**src/rtl/rtt_pkg.sv**
```systemverilog
`timescale 1ns/1ps
package rtt_pkg;
  // scaled ticks per counting unit
  localparam int unsigned UNIT_DIV = 15;

  typedef enum logic [1:0] {
    SLOT_IDLE = 2'd0,
    SLOT_RUN  = 2'd1,
    SLOT_DUE  = 2'd2
  } slot_state_t;
endpackage

```
**src/rtl/rtt_prescaler.sv**
```systemverilog
`timescale 1ns/1ps
module rtt_prescaler #(
  parameter int PRESC_W = 4,
  parameter int GROUP   = rtt_pkg::UNIT_DIV
) (
  input  logic               clk,
  input  logic               rst_n,
  input  logic [PRESC_W-1:0] presc_sel,
  output logic               unit_tick
);
  localparam int DC_W = $clog2(GROUP);

  logic [PRESC_W-1:0] pc_q;
  logic [DC_W-1:0]    dc_q;
  logic               scaled_tick;

  assign scaled_tick = (pc_q >= presc_sel);
  assign unit_tick   = scaled_tick && (dc_q == DC_W'(GROUP - 1));

  always_ff @(posedge clk) begin
    if (!rst_n) begin
      pc_q <= '0;
      dc_q <= '0;
    end else begin
      pc_q <= scaled_tick ? '0 : pc_q + 1'b1;
      if (scaled_tick)
        dc_q <= (dc_q == DC_W'(GROUP - 1)) ? '0 : dc_q + 1'b1;
    end
  end
endmodule

```
**src/rtl/rtt_slot.sv**
```systemverilog
`timescale 1ns/1ps
module rtt_slot #(
  parameter int TVAL_W = 4
) (
  input  logic              clk,
  input  logic              rst_n,
  input  logic              arm,
  input  logic              clr,
  input  logic              grant,
  input  logic              unit_tick,
  input  logic [TVAL_W-1:0] limit,
  output logic              busy,
  output logic              due
);
  import rtt_pkg::*;

  slot_state_t       st_q;
  logic [TVAL_W-1:0] cnt_q;
  logic [TVAL_W:0]   cnt_nx;

  assign cnt_nx = {1'b0, cnt_q} + 1'b1;
  assign busy   = (st_q != SLOT_IDLE);
  assign due    = (st_q == SLOT_DUE);

  always_ff @(posedge clk) begin
    if (!rst_n) begin
      st_q  <= SLOT_IDLE;
      cnt_q <= '0;
    end else if (arm) begin
      st_q  <= SLOT_RUN;
      cnt_q <= '0;
    end else if (clr || grant) begin
      st_q  <= SLOT_IDLE;
      cnt_q <= '0;
    end else if (st_q == SLOT_RUN && unit_tick) begin
      cnt_q <= cnt_nx[TVAL_W-1:0];
      if (cnt_nx >= {1'b0, limit})
        st_q <= SLOT_DUE;
    end
  end
endmodule

```
**src/rtl/rtt_arbiter.sv**
```systemverilog
`timescale 1ns/1ps
module rtt_arbiter #(
  parameter int N     = 4,
  parameter int IDX_W = 2
) (
  input  logic [N-1:0]     req,
  output logic [N-1:0]     grant,
  output logic             any,
  output logic [IDX_W-1:0] idx
);
  always_comb begin
    grant = '0;
    idx   = '0;
    any   = |req;
    for (int i = N - 1; i >= 0; i--) begin
      if (req[i]) begin
        grant    = '0;
        grant[i] = 1'b1;
        idx      = IDX_W'(i);
      end
    end
  end
endmodule

```
**src/rtl/resp_timeout_tracker.sv**
```systemverilog
`timescale 1ns/1ps
module resp_timeout_tracker #(
  parameter int TAG_W   = 2,
  parameter int PRESC_W = 4,
  parameter int TVAL_W  = 4,
  parameter int CFG_W   = TVAL_W + 2,
  localparam int SLOTS  = 1 << TAG_W,
  localparam int CNT_W  = $clog2(SLOTS + 1)
) (
  input  logic               clk,
  input  logic               rst_n,
  input  logic               req_valid,
  input  logic [TAG_W-1:0]   req_tag,
  input  logic               rsp_valid,
  input  logic [TAG_W-1:0]   rsp_tag,
  input  logic [PRESC_W-1:0] presc_sel,
  input  logic [CFG_W-1:0]   tval_cfg,
  output logic               tmo_valid,
  output logic [TAG_W-1:0]   tmo_tag,
  output logic               overflow_err,
  output logic [CNT_W-1:0]   busy_count
);
  // CFG_W must exceed TVAL_W so that over-range values can be presented
  localparam logic [CFG_W-1:0] LIM_MAX = {{(CFG_W - TVAL_W){1'b0}}, {TVAL_W{1'b1}}};

  logic [TVAL_W-1:0] limit;
  logic              unit_tick;
  logic [SLOTS-1:0]  arm_vec, clr_vec, busy_vec, due_vec, elig_vec, grant_vec;
  logic              grant_any;
  logic [TAG_W-1:0]  grant_idx;

  always_comb begin
    if (tval_cfg == '0)          limit = TVAL_W'(1);
    else if (tval_cfg > LIM_MAX) limit = LIM_MAX[TVAL_W-1:0];
    else                         limit = tval_cfg[TVAL_W-1:0];
  end

  rtt_prescaler #(.PRESC_W(PRESC_W)) u_presc (
    .clk       (clk),
    .rst_n     (rst_n),
    .presc_sel (presc_sel),
    .unit_tick (unit_tick)
  );

  for (genvar g = 0; g < SLOTS; g++) begin : g_slot
    assign arm_vec[g]  = req_valid && (req_tag == TAG_W'(g));
    assign clr_vec[g]  = rsp_valid && (rsp_tag == TAG_W'(g));
    assign elig_vec[g] = due_vec[g] && !arm_vec[g] && !clr_vec[g];

    rtt_slot #(.TVAL_W(TVAL_W)) u_slot (
      .clk       (clk),
      .rst_n     (rst_n),
      .arm       (arm_vec[g]),
      .clr       (clr_vec[g]),
      .grant     (grant_vec[g]),
      .unit_tick (unit_tick),
      .limit     (limit),
      .busy      (busy_vec[g]),
      .due       (due_vec[g])
    );
  end

  rtt_arbiter #(.N(SLOTS), .IDX_W(TAG_W)) u_arb (
    .req   (elig_vec),
    .grant (grant_vec),
    .any   (grant_any),
    .idx   (grant_idx)
  );

  always_comb begin
    busy_count = '0;
    for (int i = 0; i < SLOTS; i++)
      busy_count = busy_count + CNT_W'(busy_vec[i]);
  end

  always_ff @(posedge clk) begin
    if (!rst_n) begin
      tmo_valid    <= 1'b0;
      tmo_tag      <= '0;
      overflow_err <= 1'b0;
    end else begin
      tmo_valid    <= grant_any;
      tmo_tag      <= grant_any ? grant_idx : '0;
      overflow_err <= req_valid && busy_vec[req_tag];
    end
  end
endmodule

```
**config.mk**
```make
export PLATFORM = sky130hd
export DESIGN_NAME = resp_timeout_tracker
export DESIGN_NICKNAME = d
export VERILOG_FILES = /design/src/rtl/rtt_pkg.sv /design/src/rtl/rtt_prescaler.sv /design/src/rtl/rtt_slot.sv /design/src/rtl/rtt_arbiter.sv /design/src/rtl/resp_timeout_tracker.sv
export SDC_FILE = /design/constraint.sdc
export NUM_CORES = 1
export LEC_CHECK = 0
export ABC_CLOCK_PERIOD_IN_PS = 3450
export BUFFER_PORTS_ARGS = -buffer_cell sky130_fd_sc_hd__buf_2
export CAP_MARGIN = 20
export CORE_ASPECT_RATIO = 1.75
export CORE_MARGIN = 5
export CORE_UTILIZATION = 55
export CTS_BUF_LIST = sky130_fd_sc_hd__clkbuf_16
export DETAILED_ROUTE_END_ITERATION = 16
export PLACE_DENSITY_LB_ADDON = 0.1
export SLEW_MARGIN = 20
export SYNTH_ARGS = -nofsm -noshare
export SYNTH_HDL_FRONTEND = slang
export SYNTH_SLANG_ARGS = --single-unit
```
**constraint.sdc**
```tcl
create_clock -name clk -period 3.45 [get_ports clk]
set_clock_uncertainty 0.1 [all_clocks]
set_input_delay 0.345 -clock clk [delete_from_list [all_inputs] [get_ports clk]]
set_output_delay 0.345 -clock clk [all_outputs]
set_load 0.01 [all_outputs]
```
==> metrics.json <==
{
  "outcome": {"value": "finished clean"},
  "mappedNetlistNets": {"value": 316},
  "drt_first_pass_iters": {"value": 4},
  "critPathRequiredTime": {"value": 3.00, "unit": "ns"},
  "reg2reg_slack": {"value": 1.16, "unit": "ns"},
  "cts-resized-gates": {"value": 0},
  "power.leakage": {"value": 1.18, "unit": "nW"},
  "cp_common_cell": {"value": "sky130_fd_sc_hd__ha_1"},
  "timing.final.crit_period": {"value": 2.45, "unit": "ns"},
  "dp.final_hpwl": {"value": 4.18, "unit": "mm"},
  "post_synth_inst_count": {"value": 270},
  "syn_area": {"value": 2360, "unit": "µm²"},
  "dr_total_vias": {"value": 2010},
  "worstPathCellList": {"value": "or2_2 -> fa_1 -> ha_1 -> ha_1 -> buf_2"},
  "final_util": {"value": 64.8, "unit": "%"},
  "pin_count": {"value": 25},
  "clock_tree_from_tritoncts": {"value": "done"},
  "globalRoute.totalOverflow": {"value": 0},
  "worst_path_largest_cell_delay": {"value": 0.48, "unit": "ns"},
  "netlist-cell-type-count": {"value": 50},
  "cts_buffers": {"value": 5},
  "worstSetupStartpointType": {"value": "register"},
  "drcViolationCount": {"value": 0},
  "synth-warning-count": {"value": 0},
  "ctsRootBufferMaster": {"value": "sky130_fd_sc_hd__clkbuf_16"},
  "holdBufCountCts": {"value": 0},
  "placement_rows": {"value": 31},
  "number_of_instances_on_the_worst_hold_path": {"value": 2},
  "grt_antenna_before_repair": {"value": 0},
  "clock_latency": {"value": 0.28, "unit": "ns"},
  "multiInputGateArea": {"value": 1580, "unit": "µm²"},
  "fin_nets": {"value": 342},
  "syn_avg_cell_area": {"value": 8.75, "unit": "µm²"},
  "slew_headroom": {"value": 42.7, "unit": "%"},
  "post_synth_main_area_contributors": {"value": "sky130_fd_sc_hd__dfxtp_1, sky130_fd_sc_hd__ha_1, sky130_fd_sc_hd__xnor2_1, sky130_fd_sc_hd__nor2_1, sky130_fd_sc_hd__o21ai_0"},
  "antenna_cells_inserted": {"value": 0},
  "fp.dieW": {"value": 59.6, "unit": "µm"},
  "ys.flop_type": {"value": "sky130_fd_sc_hd__dfxtp_1"},
  "grt_start_max_net_pins": {"value": 16},
  "end_kind": {"value": "primary output"},
  "final_hold_fails": {"value": 0},
  "clkTransAtPathRegs": {"value": 0.05, "unit": "ns"},
  "grt.total_usage": {"value": 19.7, "unit": "%"},
  "asyncSetResetFlopFracSynth": {"value": 0, "unit": "%"},
  "netlist.top_cell.by_area": {"value": "sky130_fd_sc_hd__dfxtp_1"},
  "worst_ir_drop_on_vdd": {"value": 317, "unit": "µV"},
  "drtAntennaViolNets": {"value": 0},
  "cts.sink_count": {"value": 36},
  "min_from": {"value": "req_valid"},
  "rsz_0062_raised_after_global_routing": {"value": "false"},
  "h_tree_level_count": {"value": 2},
  "timing_worst_setup_path_type": {"value": "register to primary output"},
  "area_delta_synth_final": {"value": 13.7, "unit": "%"},
  "first_global_vias": {"value": 2044},
  "placeableCoreArea": {"value": 4150, "unit": "µm²"},
  "timing.critical_path.arrival": {"value": 2.00, "unit": "ns"},
  "drive_gt1_share": {"value": 15.5, "unit": "%"},
  "place.port_buffers": {"value": 24},
  "timing.max_cap.violations": {"value": 0},
  "crit_path_max_fanout": {"value": 4},
  "sequential_cell_area": {"value": 721, "unit": "µm²"},
  "synthMostInstantiatedCell": {"value": "sky130_fd_sc_hd__dfxtp_1"},
  "worstHoldPathType": {"value": "input port to register"},
  "min_period_over_period": {"value": 71.0, "unit": "%"},
  "start_util": {"value": 56.9, "unit": "%"},
  "synth-seq-area-share": {"value": 30.5, "unit": "%"},
  "nFillCells": {"value": 376},
  "min_delay_worst_endpoint": {"value": "overflow_err$_SDFF_PN0_"},
  "cts.path.max_buffers": {"value": 2},
  "drtIter0Drc": {"value": 60},
  "setup_violations": {"value": 0},
  "global_route_wire_length_before_repair": {"value": 9.01, "unit": "mm"},
  "totalNegativeSetupSlack": {"value": 0, "unit": "ns"},
  "max_freq": {"value": 0.408, "unit": "GHz"},
  "fp.dieH": {"value": 96.7, "unit": "µm"},
  "power_per_cell_area": {"value": 392, "unit": "nW/µm²"},
  "totalWireLength": {"value": 5.17, "unit": "mm"},
  "rr_endpoint": {"value": "g_slot[0].u_slot.cnt_q[3]$_SDFFE_PP0P_"},
  "report.final.slew_viol_count": {"value": 0},
  "vias_per_cell": {"value": 5.81},
  "synth_largest_type_area_fraction": {"value": 30.5, "unit": "%"},
  "tightestPinTransition": {"value": 0.852, "unit": "ns"},
  "crit_slowest_cell": {"value": "sky130_fd_sc_hd__fa_1"},
  "synth.cells.most_frequent": {"value": "sky130_fd_sc_hd__dfxtp_1, sky130_fd_sc_hd__nor2_1, sky130_fd_sc_hd__ha_1"},
  "worst_r2r_startpoint": {"value": "u_presc.pc_q[0]$_SDFF_PP0_"},
  "die_area": {"value": 5760, "unit": "µm²"},
  "place.gp.congestion": {"value": 0.877},
  "post_synthesis_register_bit_count": {"value": 36},
  "post_drt_wl_per_cell": {"value": 15.0, "unit": "µm"},
  "reg2regPathDepth": {"value": 7},
  "synth_edf_count": {"value": 0},
  "cts.repair_timing.setup_buffer_count": {"value": 0}
}
layer usage:
metal  up-vias  part of all wire, %  wire length, µm  track usage (%)
met2        24                   54             2800             36.3
met3        14                  2.6              137             2.93
li1       1027                    -                -                -
met1       945                   40             2080             21.4
met4         0                  3.2              163             7.68
met5         -                    0                0                0
flip-flops by register name, summed over array words and instances, names as in the netlist:
signal	cells
tmo_tag	2
overflow_err	1
tmo_valid	1
u_presc.dc_q	4
u_presc.pc_q	4
g_slot.u_slot.st_q	8
g_slot.u_slot.cnt_q	16
worst max path at each step:
| stage | from | endpoint | slack [ns] |
|---|---|---|---|
| finish | g_slot[0].u_slot.st_q[0]$_SDFFE_PN0P_ | busy_count[1] | 1.00 |
| detailed placement | tval_cfg[1] | g_slot[0].u_slot.st_q[0]$_SDFFE_PN0P_ | 1.10 |
| global placement | presc_sel[1] | g_slot[0].u_slot.cnt_q[3]$_SDFFE_PP0P_ | 1.11 |
| CTS | g_slot[0].u_slot.st_q[0]$_SDFFE_PN0P_ | busy_count[1] | 0.98 |
| floorplan | presc_sel[2] | g_slot[0].u_slot.cnt_q[3]$_SDFFE_PP0P_ | 1.37 |
| global route | g_slot[0].u_slot.st_q[0]$_SDFFE_PN0P_ | busy_count[1] | 0.94 |
layout make-up:
class,instances,area share (%)
well taps,49,2.28
clock inverters,3,1.44
inverters,10,1.40
repair buffers,25,4.75
flip-flops and latches,36,26.8
multi-input cells,218,58.7
clock buffers,5,4.66
cells in the final DEF, fill, tap and decap left out, types with 2 or more instances in the layout:
master,count
sky130_fd_sc_hd__xnor2_1,13
sky130_fd_sc_hd__o21ai_0,16
sky130_fd_sc_hd__a31oi_1,6
sky130_fd_sc_hd__nor2_1,28
sky130_fd_sc_hd__inv_1,11
sky130_fd_sc_hd__nand2_1,13
sky130_fd_sc_hd__ha_1,27
sky130_fd_sc_hd__nor3_1,10
sky130_fd_sc_hd__nand2b_1,9
sky130_fd_sc_hd__nor2b_1,6
sky130_fd_sc_hd__nand4_1,3
sky130_fd_sc_hd__or3_1,2
sky130_fd_sc_hd__or2_2,4
sky130_fd_sc_hd__dfxtp_1,36
sky130_fd_sc_hd__nor3b_1,2
sky130_fd_sc_hd__xor2_1,5
sky130_fd_sc_hd__nand4b_1,2
sky130_fd_sc_hd__nand3b_1,5
sky130_fd_sc_hd__clkbuf_16,5
sky130_fd_sc_hd__and3_1,5
sky130_fd_sc_hd__a211oi_1,5
sky130_fd_sc_hd__buf_2,24
sky130_fd_sc_hd__mux2i_1,4
sky130_fd_sc_hd__nand3_1,13
sky130_fd_sc_hd__a21oi_1,13
sky130_fd_sc_hd__o21bai_1,3
worst max-delay path: cells and delay by family (launching register included):
family | cells | cell delay (ns)
fa+ha+maj | 3 | 0.95
flops | 1 | 0.32
simple gates | 1 | 0.32
buf+inv | 1 | 0.14
report_power, final:
group / switching [mW] / total (mW) / internal, mW
sequential: 0.0103 / 0.436 / 0.425
clock: 0.163 / 0.499 / 0.336
combinational: 0.0740 / 0.119 / 0.0452
total: 0.247 / 1.05 / 0.807
cell families (layout without fill, tap and decap cells):
family	after synthesis	count (layout)	share of synthesized area, %
compound gates	55	55	15.4
xor+xnor	18	18	6.67
fa+ha+maj	28	28	15.1
buf+inv	16	43	2.81
flops	36	36	30.5
mux	6	6	3.12
simple gates	111	111	26.4
per-stage QoR:
step                cell area, µm²  std cells  hold WS (ns)  worst slack (ns)  power (mW)
floorplan                     2360        270         0.330              1.37       0.525
global placement              2520        338         0.366              1.11       0.562
detailed placement            2520        338         0.371              1.10       0.565
CTS                           2690        346         0.274             0.985        1.06
global route                  2690        346         0.287             0.942        1.10
finish                        2690        346         0.270              1.00        1.05
Power figures use the tool's default switching activity.
